## src/rtl/trapb_pkg.sv

```systemverilog
package trapb_pkg;
    localparam int NFLAG     = 5;
    localparam int FB_UNDEF  = 0;
    localparam int FB_PROT   = 1;
    localparam int FB_ODDBR  = 2;
    localparam int FB_ODDOP  = 3;
    localparam int FB_NOBUS  = 4;

    typedef logic [NFLAG-1:0] flag_t;

    typedef enum logic [1:0] {
        IPSRC_CUR  = 2'd0,
        IPSRC_NEXT = 2'd1,
        IPSRC_BR   = 2'd2
    } ipsrc_e;

    function automatic ipsrc_e ip_source(input int idx);
        case (idx)
            FB_UNDEF, FB_PROT: return IPSRC_CUR;
            FB_ODDBR:          return IPSRC_BR;
            default:           return IPSRC_NEXT;
        endcase
    endfunction
endpackage

```

## src/rtl/trapb_detect.sv

```systemverilog
module trapb_detect
    import trapb_pkg::*;
(
    input  logic  insn_valid,
    input  logic  insn_undef,
    input  logic  prot_viol,
    input  logic  data_req,
    input  logic  data_word,
    input  logic  data_addr_lsb,
    input  logic  branch_take,
    input  logic  branch_lsb,
    input  logic  ext_req,
    input  logic  bus_cfg,
    output flag_t fault
);
    always_comb begin
        fault           = '0;
        fault[FB_UNDEF] = insn_valid & insn_undef;
        fault[FB_PROT]  = prot_viol;
        fault[FB_ODDBR] = branch_take & branch_lsb;
        fault[FB_ODDOP] = data_req & data_word & data_addr_lsb;
        fault[FB_NOBUS] = ext_req & ~bus_cfg;
    end
endmodule

```

## src/rtl/trapb_flags.sv

```systemverilog
module trapb_flags
    import trapb_pkg::*;
(
    input  logic  clk,
    input  logic  rst_n,
    input  flag_t hw_set,
    input  logic  sw_wr,
    input  flag_t sw_wdata,
    output flag_t flags
);
    flag_t flags_d, flags_q;
    flag_t clr_mask;

    always_comb begin
        clr_mask = sw_wr ? sw_wdata : '0;
        // a set in the same cycle overrides the clear
        flags_d  = (flags_q & ~clr_mask) | hw_set;
    end

    always_ff @(posedge clk or negedge rst_n) begin
        if (!rst_n) flags_q <= '0;
        else        flags_q <= flags_d;
    end

    assign flags = flags_q;
endmodule

```

## src/rtl/trapb_issue.sv

```systemverilog
module trapb_issue
    import trapb_pkg::*;
#(
    parameter int              ADDR_W   = 16,
    parameter int              VEC_W    = 4,
    parameter logic [VEC_W-1:0] TRAP_VEC = 4'hA
) (
    input  logic              clk,
    input  logic              rst_n,
    input  flag_t             fault,
    input  logic [ADDR_W-1:0] cur_ip,
    input  logic [ADDR_W-1:0] next_ip,
    input  logic [ADDR_W-1:0] branch_target,
    input  logic              class_a_act,
    input  logic              reti,
    input  logic [ADDR_W-1:0] reti_ip,
    input  logic              trap_ack,
    output logic              trap_req,
    output logic [VEC_W-1:0]  trap_vec,
    output logic [ADDR_W-1:0] trap_ip
);
    typedef struct packed {
        logic              busy;
        logic              defer;
        logic              rel;
        logic              req;
        logic [VEC_W-1:0]  vec;
        logic [ADDR_W-1:0] ip;
        logic [ADDR_W-1:0] hold;
    } st_t;

    st_t st_d, st_q;

    logic [ADDR_W-1:0] cand [NFLAG];
    logic [ADDR_W-1:0] pick_ip;
    logic              fresh;
    logic              rel_now;
    logic [ADDR_W-1:0] rel_ip;

    // per-flag stacked address source
    for (genvar g = 0; g < NFLAG; g++) begin : g_cand
        localparam ipsrc_e SRC = ip_source(g);
        if (SRC == IPSRC_CUR) begin : g_cur
            assign cand[g] = cur_ip;
        end else if (SRC == IPSRC_BR) begin : g_br
            assign cand[g] = branch_target;
        end else begin : g_next
            assign cand[g] = next_ip;
        end
    end

    // lowest bit index has highest priority
    always_comb begin
        pick_ip = next_ip;
        for (int i = NFLAG - 1; i >= 0; i--) begin
            if (fault[i]) pick_ip = cand[i];
        end
    end

    always_comb begin
        st_d     = st_q;
        st_d.req = 1'b0;
        st_d.vec = '0;
        fresh    = |fault;

        if (trap_ack) st_d.busy = 1'b0;

        if (fresh && class_a_act) st_d.defer = 1'b1;

        rel_now = st_q.rel || (reti && (st_q.defer || (fresh && class_a_act)));
        rel_ip  = st_q.rel ? st_q.hold : reti_ip;

        if (reti && !st_q.rel && (st_q.defer || (fresh && class_a_act))) begin
            st_d.defer = 1'b0;
            st_d.rel   = 1'b1;
            st_d.hold  = reti_ip;
        end

        if (!st_q.busy) begin
            if (rel_now) begin
                st_d.req  = 1'b1;
                st_d.vec  = TRAP_VEC;
                st_d.ip   = rel_ip;
                st_d.busy = 1'b1;
                st_d.rel  = 1'b0;
            end else if (fresh && !class_a_act) begin
                st_d.req  = 1'b1;
                st_d.vec  = TRAP_VEC;
                st_d.ip   = pick_ip;
                st_d.busy = 1'b1;
            end
        end
    end

    always_ff @(posedge clk or negedge rst_n) begin
        if (!rst_n) st_q <= '0;
        else        st_q <= st_d;
    end

    assign trap_req = st_q.req;
    assign trap_vec = st_q.vec;
    assign trap_ip  = st_q.ip;
endmodule

```

## src/rtl/trapb_ctrl.sv

```systemverilog
module trapb_ctrl
    import trapb_pkg::*;
#(
    parameter int               ADDR_W   = 16,
    parameter int               VEC_W    = 4,
    parameter logic [VEC_W-1:0] TRAP_VEC = 4'hA
) (
    input  logic              clk,
    input  logic              rst_n,
    input  logic              insn_valid,
    input  logic              insn_undef,
    input  logic              prot_viol,
    input  logic              data_req,
    input  logic              data_word,
    input  logic              data_addr_lsb,
    input  logic              branch_take,
    input  logic [ADDR_W-1:0] branch_target,
    input  logic              ext_req,
    input  logic              bus_cfg,
    input  logic [ADDR_W-1:0] cur_ip,
    input  logic [ADDR_W-1:0] next_ip,
    input  logic              reti,
    input  logic [ADDR_W-1:0] reti_ip,
    input  logic              class_a_act,
    input  logic              flag_wr,
    input  logic [4:0]        flag_wdata,
    input  logic              trap_ack,
    output logic [4:0]        flags,
    output logic              trap_req,
    output logic [VEC_W-1:0]  trap_vec,
    output logic [ADDR_W-1:0] trap_ip
);
    flag_t fault;

    trapb_detect u_detect (
        .insn_valid    (insn_valid),
        .insn_undef    (insn_undef),
        .prot_viol     (prot_viol),
        .data_req      (data_req),
        .data_word     (data_word),
        .data_addr_lsb (data_addr_lsb),
        .branch_take   (branch_take),
        .branch_lsb    (branch_target[0]),
        .ext_req       (ext_req),
        .bus_cfg       (bus_cfg),
        .fault         (fault)
    );

    trapb_flags u_flags (
        .clk      (clk),
        .rst_n    (rst_n),
        .hw_set   (fault),
        .sw_wr    (flag_wr),
        .sw_wdata (flag_wdata),
        .flags    (flags)
    );

    trapb_issue #(
        .ADDR_W   (ADDR_W),
        .VEC_W    (VEC_W),
        .TRAP_VEC (TRAP_VEC)
    ) u_issue (
        .clk           (clk),
        .rst_n         (rst_n),
        .fault         (fault),
        .cur_ip        (cur_ip),
        .next_ip       (next_ip),
        .branch_target (branch_target),
        .class_a_act   (class_a_act),
        .reti          (reti),
        .reti_ip       (reti_ip),
        .trap_ack      (trap_ack),
        .trap_req      (trap_req),
        .trap_vec      (trap_vec),
        .trap_ip       (trap_ip)
    );
endmodule

```

## config.mk

```make
export PLATFORM = sky130hd
export DESIGN_NAME = trapb_ctrl
export DESIGN_NICKNAME = d
export VERILOG_FILES = /design/src/rtl/trapb_pkg.sv /design/src/rtl/trapb_detect.sv /design/src/rtl/trapb_flags.sv /design/src/rtl/trapb_issue.sv /design/src/rtl/trapb_ctrl.sv
export SDC_FILE = /design/constraint.sdc
export NUM_CORES = 1
export LEC_CHECK = 0
export BUFFER_PORTS_ARGS = -buffer_cell sky130_fd_sc_hd__buf_2
export CAP_MARGIN = 20
export CORE_MARGIN = 2
export CORE_UTILIZATION = 50
export DETAILED_ROUTE_END_ITERATION = 7
export HOLD_SLACK_MARGIN = 0.12
export PLACE_DENSITY_LB_ADDON = 0.3
export SLEW_MARGIN = 20
export SYNTH_ARGS = -nofsm -noshare
export SYNTH_HDL_FRONTEND = slang
export SYNTH_SLANG_ARGS = --single-unit
```

## constraint.sdc

```tcl
create_clock -name clk -period 4.6 [get_ports clk]
set_input_delay 0.92 -clock clk [delete_from_list [all_inputs] [get_ports clk]]
set_output_delay 0.92 -clock clk [all_outputs]
set_load 0.05 [all_outputs]
```

==> impl_metrics.tcl <==
set metrics [dict create \
    outcome "finished, final reports clean" \
    fin_ws_ps 1880 \
    cts_max_level 2 \
    firstDrtPassIters 4 \
    start_kind "flop" \
    root_buffer "clkbuf_8" \
    routabilityCongestion 0.793 \
    drt_iter0_markers 124 \
    vias 1980 \
    fmax_mhz 367 \
    multiInputGateArea_sq_mm 0.00114 \
    worst_pin_slew_ps 1010 \
    ctsResizeCount 0 \
    grt_pass1_wl_um 8790 \
    avgSynthCellArea_sq_um 11.5 \
    syn_to_final_growth_pct 21.0 \
    clkSinkCount 41 \
    internal_power_w 0.00104 \
    grt_pass1_vias 1880 \
    seq_area_sq_mm 0.00103 \
    worstSetupPathType "reg -> reg" \
    path_clk_slew_ps 80 \
    timing.setup.tns_ps 0 \
    routed_wirelength_um 5740 \
    ys_dominant_reg_cell "dfrtp_1" \
    fin_crit_sh 0.592 \
    switching_share 0.431 \
    setup_viol 0 \
    holdPathStages 2 \
    cts_setup_buffers 0 \
    drive_gt1_frac 0.531 \
    io_pins 110 \
    reg2reg_depth 4 \
    skew_ps 7.46 \
    synth_area_leaders "dfrtp_1 43%, mux2_2 13%, buf_4 6.9%" \
    cts_buffer_depth 2 \
    holdBufCountCts 0 \
    synth_edf_count 0 \
    power_frac_clock 0.164 \
    drc 0 \
    finalMaxSlewViolations 0 \
    wl_per_cell_um 16.5 \
    report.power.total_w 0.00182 \
    grt_setup_unrepaired "false" \
    ys_types 34 \
    die_y_um 73.4 \
    maxSlewHeadroom 0.327 \
    layout.cells.non_filler 348 \
    finalInstanceArea_sq_mm 0.00291 \
    clk_latency_ps 290 \
    crit_arrival_ps 2900 \
    yosysWarnings 0 \
    hold_class "reg -> reg" \
    die_area_sq_mm 0.00538 \
    fp.coreArea_sq_mm 0.00469 \
    diodes 0 \
    numCtsBuffers 5 \
    synth_cells 210 \
    dp_cells 340 \
    dp_hpwl_um 4080 \
    p_leak_nw 1.33 \
    report.final.hold_viol_count 0 \
    cp-end-kind "flop" \
    post-place-ws_ps 1630 \
    cp.required_ps 4770 \
    synth_top_area_cell "dfrtp_1" \
    pwr-share-seq 0.353 \
    rows 25 \
    yosys-top-cells-count "41 x dfrtp_1, 28 x mux2_2, 22 x buf_4" \
    grt_max_degree 42 \
    netSwitchingPower_w 0.000785 \
    crit_fanout 21 \
    start_util 0.513 \
    max_cap_viol_count 0 \
    ir_drop_mv 0.318 \
    comb_power_share 0.483 \
    die_w_um 73.4 \
    place_area_sq_mm 0.00279 \
    ant_nets 0 \
    fin_crit_ps 2720 \
    synth_most_common_cell "dfrtp_1" \
    vias_per_cell 5.69 \
    antenna_found_initial 0 \
    netlist.area_leader.share 0.427 \
    fill_cells 410 \
    seq_area_frac_synth 0.427 \
    yosys_register_bits 41 \
    pwr_density_cell_mw_per_mm2 626 \
    synth_area_sq_mm 0.00240 \
    grtUsageTotal 0.215 \
    io_buffers 107 \
    fin_nets 377 \
    async_flop_share 1.00 \
    cts_tree "yes" \
    grt_overflow 0 \
]
-- worst max-delay path: stages, from the launching register on --
cell	delay, ps
dfrtp_1	730
a2111oi_4	1020
o31a_2	500
a32oi_1	170
o221a_2	170
-- cells by family after synthesis --
logic type             after synthesis  synth area share
buffers and inverters               36            0.0989
DFF                                 41             0.427
muxes                               47             0.212
other                                1           0.00156
and+or+nand+nor                     40            0.0718
AOI/OAI and AO/OA                   45             0.189
-- path summary, 6_finish.rpt --
path	startpoint	to	slack [ps]
setup / recovery	u_issue.st_q[37]$_DFF_PN0_	u_issue.trap_ip[1]$_DFFE_PN0P_	1880
hold / removal	u_flags.flags[4]$_DFF_PN0_	u_flags.flags[4]$_DFF_PN0_	480
setup reg to reg	u_issue.st_q[37]$_DFF_PN0_	u_issue.trap_ip[1]$_DFFE_PN0P_	1880
hold reg to reg	u_flags.flags[4]$_DFF_PN0_	u_flags.flags[4]$_DFF_PN0_	480
max in group asynchronous	rst_n	u_issue.st_q[1]$_DFFE_PN0P_	3290
min in group asynchronous	rst_n	u_flags.flags[1]$_DFF_PN0_	750
-- power groups by stage --
stage	clock network [W]	registers [W]	logic (W)
2_1_floorplan	0	0.000629	0.000816
3_3_place_gp	0	0.000645	0.000864
3_5_place_dp	0	0.000648	0.000885
4_1_cts	0.000306	0.000643	0.000884
5_1_grt	0.000322	0.000666	0.000934
6_report	0.000298	0.000643	0.000880
-- layout by cell type (no fill, tap or decap), types with 3 or more instances in the layout --
cell type  netlist  routed
buf_2            4     107
mux2_1           4       4
o221a_1          8       8
a32oi_1         15      15
mux2i_1         15      15
nand2_1         12      12
o221a_2          8       8
inv_1            3       3
nor2_1          18      18
clkbuf_8         0       6
dfrtp_1         41      41
mux2_2          28      28
-- state kept, by name, indices dropped and copies added, names as in the netlist --
| signal | count |
|---|---|
| u_issue.st_q | 19 |
| u_issue.trap_ip | 16 |
| u_issue.trap_vec | 1 |
| u_flags.flags | 5 |
-- stage by stage --
step / util / hold WS, ps
after detailed placement: 0.595 / 461
after global routing: 0.620 / 497
final: 0.620 / 479
after floorplan: - / 459
after CTS: 0.620 / 481
after global placement: 0.595 / 453
-- layout make-up --
class | count | share of cell area
Multi-Input combinational cell | 134 | 0.394
Inverter | 3 | 0.00387
Timing Repair Buffer | 108 | 0.187
Tap cell | 54 | 0.0232
Clock buffer | 7 | 0.0297
Clock inverter | 1 | 0.0103
Sequential cell | 41 | 0.353
-- per-layer routing --
metal	part of all wire	global-route usage	up-vias
met5	0	0	-
met2	0.49	0.360	79
met4	0.020	0.0707	0
met1	0.42	0.268	950
li1	-	-	941
met3	0.062	0.0590	10
No activity file was read; power rests on OpenSTA's default activity.
